**config.mk**
```make
export PLATFORM = sky130hd
export DESIGN_NAME = phys_free_list
export DESIGN_NICKNAME = d
export VERILOG_FILES = /design/src/rtl/pfl_pkg.sv /design/src/rtl/pfl_router.sv /design/src/rtl/pfl_pool.sv /design/src/rtl/phys_free_list.sv
export SDC_FILE = /design/constraint.sdc
export NUM_CORES = 1
export LEC_CHECK = 0
export BUFFER_PORTS_ARGS = -buffer_cell sky130_fd_sc_hd__buf_2
export CAP_MARGIN = 20
export CORE_MARGIN = 2
export CORE_UTILIZATION = 65
export DETAILED_ROUTE_END_ITERATION = 10
export HOLD_SLACK_MARGIN = 0.05
export PLACE_DENSITY = 0.83
export REMOVE_ABC_BUFFERS = 1
export SYNTH_ARGS = -nofsm -noshare
export SYNTH_HDL_FRONTEND = slang
export SYNTH_SLANG_ARGS = --single-unit
```
**constraint.sdc**
```tcl
create_clock -name clk_i -period 16 [get_ports clk_i]
set_input_delay 3.2 -clock clk_i [delete_from_list [all_inputs] [get_ports clk_i]]
set_output_delay 3.2 -clock clk_i [all_outputs]
set_load 0.05 [all_outputs]
```
**src/rtl/pfl_pkg.sv**
```systemverilog
package pfl_pkg;
  // pointer advance with wrap, step never exceeds depth
  function automatic int wrap_add(int ptr, int step, int depth);
    int s;
    s = ptr + step;
    if (s >= depth) s = s - depth;
    return s;
  endfunction
endpackage

```
**src/rtl/pfl_router.sv**
```systemverilog
module pfl_router #(
  parameter int NUM_PHYS_INT = 16,
  parameter int NUM_PHYS_FP  = 16,
  parameter int ZERO_IDX     = 0,
  parameter int IDX_W        = 6
) (
  input  logic             vld_i,
  input  logic [IDX_W-1:0] idx_i,
  output logic             to_int_o,
  output logic             to_fp_o
);
  localparam int TOTAL   = NUM_PHYS_INT + NUM_PHYS_FP;
  localparam int FP_ZERO = ZERO_IDX + NUM_PHYS_INT;

  int idx_v;
  always_comb begin
    idx_v    = int'(idx_i);
    to_int_o = vld_i && (idx_v < NUM_PHYS_INT) && (idx_v != ZERO_IDX);
    to_fp_o  = vld_i && (idx_v >= NUM_PHYS_INT) && (idx_v < TOTAL) && (idx_v != FP_ZERO);
  end
endmodule

```
**src/rtl/pfl_pool.sv**
```systemverilog
module pfl_pool #(
  parameter int DEPTH     = 16,
  parameter int INIT_N    = 8,
  parameter int INIT_BASE = 8,
  parameter int IDX_W     = 6,
  parameter bit BYPASS    = 1'b0,
  localparam int PTR_W    = (DEPTH > 1) ? $clog2(DEPTH) : 1,
  localparam int CNT_W    = $clog2(DEPTH + 1)
) (
  input  logic                  clk_i,
  input  logic                  rst_ni,
  input  logic [1:0]            push_vld_i,   // [0] has priority in order
  input  logic [1:0][IDX_W-1:0] push_idx_i,
  input  logic                  pop_req_i,
  output logic                  pop_rdy_o,
  output logic [IDX_W-1:0]      pop_idx_o,
  output logic                  empty_o,
  output logic [CNT_W-1:0]      count_o,
  output logic                  ovf_o,
  output logic                  udf_o
);
  import pfl_pkg::*;

  logic [IDX_W-1:0] mem_q [DEPTH];
  logic [PTR_W-1:0] rd_q, wr_q;
  logic [CNT_W-1:0] cnt_q;

  logic [1:0]       pv;
  logic [IDX_W-1:0] pd0, pd1;
  logic             byp, pop_fire, pop_mem;
  logic [IDX_W-1:0] w0, w1;
  int               wn_req, avail, wn;

  // compact pushes so the first valid one sits in slot 0
  always_comb begin
    if (push_vld_i[0]) begin
      pv  = push_vld_i;
      pd0 = push_idx_i[0];
      pd1 = push_idx_i[1];
    end else begin
      pv  = {1'b0, push_vld_i[1]};
      pd0 = push_idx_i[1];
      pd1 = push_idx_i[1];
    end
  end

  always_comb begin
    empty_o   = (cnt_q == '0);
    byp       = BYPASS && empty_o && pop_req_i && pv[0];
    pop_rdy_o = !empty_o || byp;
    pop_fire  = pop_req_i && pop_rdy_o;
    pop_mem   = pop_fire && !byp;
    udf_o     = pop_req_i && !pop_rdy_o;
    if (!pop_fire)  pop_idx_o = '0;
    else if (byp)   pop_idx_o = pd0;
    else            pop_idx_o = mem_q[rd_q];

    if (byp) begin
      w0     = pd1;
      w1     = pd1;
      wn_req = pv[1] ? 1 : 0;
    end else begin
      w0     = pd0;
      w1     = pd1;
      wn_req = (pv[0] ? 1 : 0) + (pv[1] ? 1 : 0);
    end
    avail = DEPTH - int'(cnt_q) + (pop_mem ? 1 : 0);
    wn    = (wn_req > avail) ? avail : wn_req;
    ovf_o = (wn_req > avail);
  end

  assign count_o = cnt_q;

  always_ff @(posedge clk_i or negedge rst_ni) begin
    if (!rst_ni) begin
      for (int i = 0; i < DEPTH; i++)
        mem_q[i] <= (i < INIT_N) ? IDX_W'(INIT_BASE + i) : '0;
      rd_q  <= '0;
      wr_q  <= PTR_W'(INIT_N % DEPTH);
      cnt_q <= CNT_W'(INIT_N);
    end else begin
      if (wn >= 1) mem_q[wr_q] <= w0;
      if (wn >= 2) mem_q[PTR_W'(wrap_add(int'(wr_q), 1, DEPTH))] <= w1;
      wr_q <= PTR_W'(wrap_add(int'(wr_q), wn, DEPTH));
      if (pop_mem) rd_q <= PTR_W'(wrap_add(int'(rd_q), 1, DEPTH));
      cnt_q <= CNT_W'(int'(cnt_q) + wn - (pop_mem ? 1 : 0));
    end
  end
endmodule

```
**src/rtl/phys_free_list.sv**
```systemverilog
module phys_free_list #(
  parameter int NUM_PHYS_INT = 16,
  parameter int NUM_LOG_INT  = 8,
  parameter int NUM_PHYS_FP  = 16,
  parameter int NUM_LOG_FP   = 8,
  parameter int ZERO_IDX     = 0,
  parameter bit BYPASS       = 1'b0,
  localparam int TOTAL       = NUM_PHYS_INT + NUM_PHYS_FP,
  localparam int IDX_W       = $clog2(TOTAL + 1),
  localparam int INT_CNT_W   = $clog2(NUM_PHYS_INT + 1),
  localparam int FP_CNT_W    = $clog2(NUM_PHYS_FP + 1)
) (
  input  logic                 clk_i,
  input  logic                 rst_ni,
  input  logic                 int_req_i,
  output logic                 int_rdy_o,
  output logic [IDX_W-1:0]     int_idx_o,
  input  logic                 fp_req_i,
  output logic                 fp_rdy_o,
  output logic [IDX_W-1:0]     fp_idx_o,
  input  logic                 int_rel_vld_i,
  input  logic [IDX_W-1:0]     int_rel_idx_i,
  input  logic                 fp_rel_vld_i,
  input  logic [IDX_W-1:0]     fp_rel_idx_i,
  input  logic                 any_rel_vld_i,
  input  logic [IDX_W-1:0]     any_rel_idx_i,
  output logic                 int_empty_o,
  output logic [INT_CNT_W-1:0] int_count_o,
  output logic                 fp_empty_o,
  output logic [FP_CNT_W-1:0]  fp_count_o,
  output logic                 err_o
);
  logic to_int, to_fp;
  logic int_ovf, int_udf, fp_ovf, fp_udf;
  logic err_q;

  pfl_router #(
    .NUM_PHYS_INT(NUM_PHYS_INT), .NUM_PHYS_FP(NUM_PHYS_FP),
    .ZERO_IDX(ZERO_IDX), .IDX_W(IDX_W)
  ) u_router (
    .vld_i(any_rel_vld_i), .idx_i(any_rel_idx_i),
    .to_int_o(to_int), .to_fp_o(to_fp)
  );

  pfl_pool #(
    .DEPTH(NUM_PHYS_INT), .INIT_N(NUM_PHYS_INT - NUM_LOG_INT),
    .INIT_BASE(NUM_LOG_INT), .IDX_W(IDX_W), .BYPASS(BYPASS)
  ) u_int_pool (
    .clk_i, .rst_ni,
    .push_vld_i({to_int, int_rel_vld_i}),
    .push_idx_i({any_rel_idx_i, int_rel_idx_i}),
    .pop_req_i(int_req_i), .pop_rdy_o(int_rdy_o), .pop_idx_o(int_idx_o),
    .empty_o(int_empty_o), .count_o(int_count_o),
    .ovf_o(int_ovf), .udf_o(int_udf)
  );

  pfl_pool #(
    .DEPTH(NUM_PHYS_FP), .INIT_N(NUM_PHYS_FP - NUM_LOG_FP),
    .INIT_BASE(NUM_PHYS_INT + NUM_LOG_FP), .IDX_W(IDX_W), .BYPASS(BYPASS)
  ) u_fp_pool (
    .clk_i, .rst_ni,
    .push_vld_i({to_fp, fp_rel_vld_i}),
    .push_idx_i({any_rel_idx_i, fp_rel_idx_i}),
    .pop_req_i(fp_req_i), .pop_rdy_o(fp_rdy_o), .pop_idx_o(fp_idx_o),
    .empty_o(fp_empty_o), .count_o(fp_count_o),
    .ovf_o(fp_ovf), .udf_o(fp_udf)
  );

  always_ff @(posedge clk_i or negedge rst_ni) begin
    if (!rst_ni) err_q <= 1'b0;
    else         err_q <= err_q | int_ovf | int_udf | fp_ovf | fp_udf;
  end
  assign err_o = err_q;
endmodule

```
==> flow_summary.json <==
{
  "status": "finished, final reports clean",
  "fin_skew_ps": 11.7,
  "io_pins": 52,
  "synthMuxAreaShare": 0.268,
  "antenna_found_initial": 0,
  "tightest_slew_ps": 1170,
  "postCtsHoldBufs": 0,
  "yosys_most_used_dff": "dfrtp_1",
  "startpoint": "int_req_i",
  "synthAdderAreaFrac": 0.0506,
  "cts_resized": 0,
  "first_global_vias": 9746,
  "yosysMostFrequentCell": "dfrtp_1",
  "setup_tns_ps": 0,
  "clock_sinks": 219,
  "drive_above_1_share": 0.255,
  "path_class": "primary input to flip-flop",
  "maxSlewHeadroom": 0.216,
  "max_freq_ghz": 0.121,
  "synth.distinct_cells": 72,
  "row_count": 51,
  "synth-edff-count": 0,
  "cp_max_fo": 11,
  "synth_common_cells": "dfrtp_1 (167), mux2i_1 (135), nand2_1 (94), mux4_2 (60), inv_1 (57)",
  "startpoint_type": "primary input",
  "num-fill-cells": 1313,
  "drc": 0,
  "avgViaCountPerCell": 6.58,
  "synth-seq-cells": 219,
  "overflow": 0,
  "grt_util_all_layers": 0.300,
  "syn_area_per_cell_um2": 11.7,
  "hold_viol": 0,
  "power.density_nw_per_um2": 233,
  "min_path_type": "flip-flop to flip-flop",
  "post-cts-setup-buffers": 0,
  "initial_core_util": 0.664,
  "root_buffer": "clkbuf_16",
  "min_from": "u_int_pool.mem_q[29]$_DFF_PN0_",
  "netlist_area_um2": 13000,
  "cts_max_level": 1,
  "cts_tree": "done",
  "hpwl_um": 20800,
  "nNetsFinal": 1208,
  "dieArea_um2": 21100,
  "cp.required_ps": 16400,
  "slew_violations": 0,
  "min_period_ps": 8270,
  "die_h_um": 145,
  "synth_compound_area_frac": 0.0929,
  "drt-pass1-iter-count": 8,
  "yosysSeqAreaShare": 0.428,
  "yosys.area_share.simple": 0.101,
  "drtAntennaViolNets": 0,
  "ys_warn_count": 0,
  "final_util": 0.728,
  "period_share": 0.517,
  "io_buffers": 51,
  "synth_top_family_by_area": "multiplexers",
  "clockBufferDepth": 3,
  "worstSetupEndpointType": "flip-flop",
  "power_leakage_nw": 6.44,
  "crit-reg2reg-launch": "u_int_pool.count_o[0]$_DFF_PN0_",
  "route.vias.total": 9317,
  "numCtsBuffers": 24,
  "synth_cells": 1110,
  "grt_pass1_wl_um": 51000,
  "async_flop_share": 1.00,
  "core_um2": 19500,
  "rsz0062_at_grt": "no",
  "yosys-top-cells-area": "dfrtp_1 (32%), dfstp_2 (11%), mux2i_1 (10%), mux4_2 (10%), ha_1 (4.4%)",
  "clk_latency_ps": 510,
  "grt_max_degree": 83,
  "fp.dieW_um": 145,
  "synth.largest_area_cell": "dfrtp_1",
  "maxCapViolations": 0,
  "synth_xor_area_frac": 0.0207,
  "drtIter0Drc": 877,
  "wl_per_cell_um": 21.9,
  "areaGrowthSynthToFinish_pct": 9.71,
  "critPathArrivalTime_ps": 8670,
  "setup_viol": 0,
  "clkTransAtPathRegs_ps": 70,
  "gp_congestion": 0.860,
  "irDropWorstVdd_uv": 116,
  "wl_um": 31000,
  "yosys.area.top_type_share": 0.322
}
[final cells by class]
cell class	count	area (um^2)	area share
multi-input combinational	759	6900	0.486
antenna	1	2.50	0.000176
clock buffer	29	661	0.0465
clock inverter	15	141	0.00994
tap	265	332	0.0233
sequential	219	5550	0.390
timing repair buffer	71	415	0.0292
inverter	58	218	0.0153
[state kept, by name, indices dropped and copies added (netlist names)]
name                count
u_fp_pool.count_o       5
u_int_pool.mem_q       96
u_fp_pool.wr_q          4
u_int_pool.count_o      5
u_fp_pool.rd_q          4
u_int_pool.wr_q         4
err_o                   1
u_fp_pool.mem_q        96
u_int_pool.rd_q         4
[critical path, stage by stage]
cell and delay [ps]:
buf_2 100, nor2b_1 640, nand4_1 230, or3b_2 520
nand2b_1 160, ha_1 310, or4b_1 560, nor4_1 330
inv_1 80, a311oi_1 270, a21oi_1 170, or3_1 530
nand2_1 200, inv_1 60, ha_1 310, fa_1 470
inv_1 70, a21o_1 110, a21oi_1 70, xnor2_1 140
xnor2_1 130
[layout by cell type, fill, tap and decap left out, drive strengths merged, types with 29 or more instances in the layout]
cell type  count
dfrtp        167
mux2i        135
nand2         94
buf           71
mux2          68
mux4          60
inv           58
dfstp         52
o21ai         47
ha            46
a21oi         43
nor2          36
clkbuf        29
[final timing paths]
check                                                       end  slack [ps]  depth (start not counted)
min in group asynchronous         u_int_pool.mem_q[1]$_DFF_PN0_        2660                          1
worst min register to register   u_int_pool.mem_q[29]$_DFF_PN0_         480                          2
worst max-delay path            u_int_pool.count_o[4]$_DFF_PN0_        7730                         21
worst min-delay path             u_int_pool.mem_q[29]$_DFF_PN0_         480                          2
max in group asynchronous           u_fp_pool.wr_q[1]$_DFF_PN0_       11210                          3
worst max register to register  u_int_pool.count_o[4]$_DFF_PN0_        9280                         25
[through the flow]
stage / cells / power [mW] / area [um^2] / hold WS [ps] / setup WS, ps
finish: 1417 / 3.32 / 14200 / 476 / 7730
global route: 1416 / 3.53 / 14200 / 500 / 7320
CTS: 1415 / 3.32 / 14200 / 480 / 7660
detailed placement: 1371 / 2.73 / 13400 / 465 / 7100
global placement: 1371 / 2.66 / 13400 / 458 / 7400
floorplan: 1036 / 2.33 / 12700 / 445 / 8050
[report_power, final]
part           switching (mW)  internal, mW  total [mW]
clock network           0.231         0.328       0.558
registers               0.198         0.871        1.07
logic                   0.916         0.774        1.69
total                    1.34          1.97        3.32
[metal layers]
layer	GRT usage	vias to the layer above	wire (um)
met4	0.0936	0	767
li1	-	4129	-
met1	0.436	4741	13500
met3	0.0428	62	2080
met2	0.475	385	14700
met5	0	-	0
[kinds of logic (layout without fill, tap and decap cells)]
family / after synthesis / count (layout)
AOI/OAI and AO/OA: 172 / 172
xor gates and xnor gates: 29 / 29
adders and majority gates: 50 / 50
buffers and inverters: 132 / 173
DFF: 219 / 219
muxes: 263 / 263
other: 0 / 1
and+or+nand+nor: 245 / 245
No activity file was read; power rests on OpenSTA's default activity.
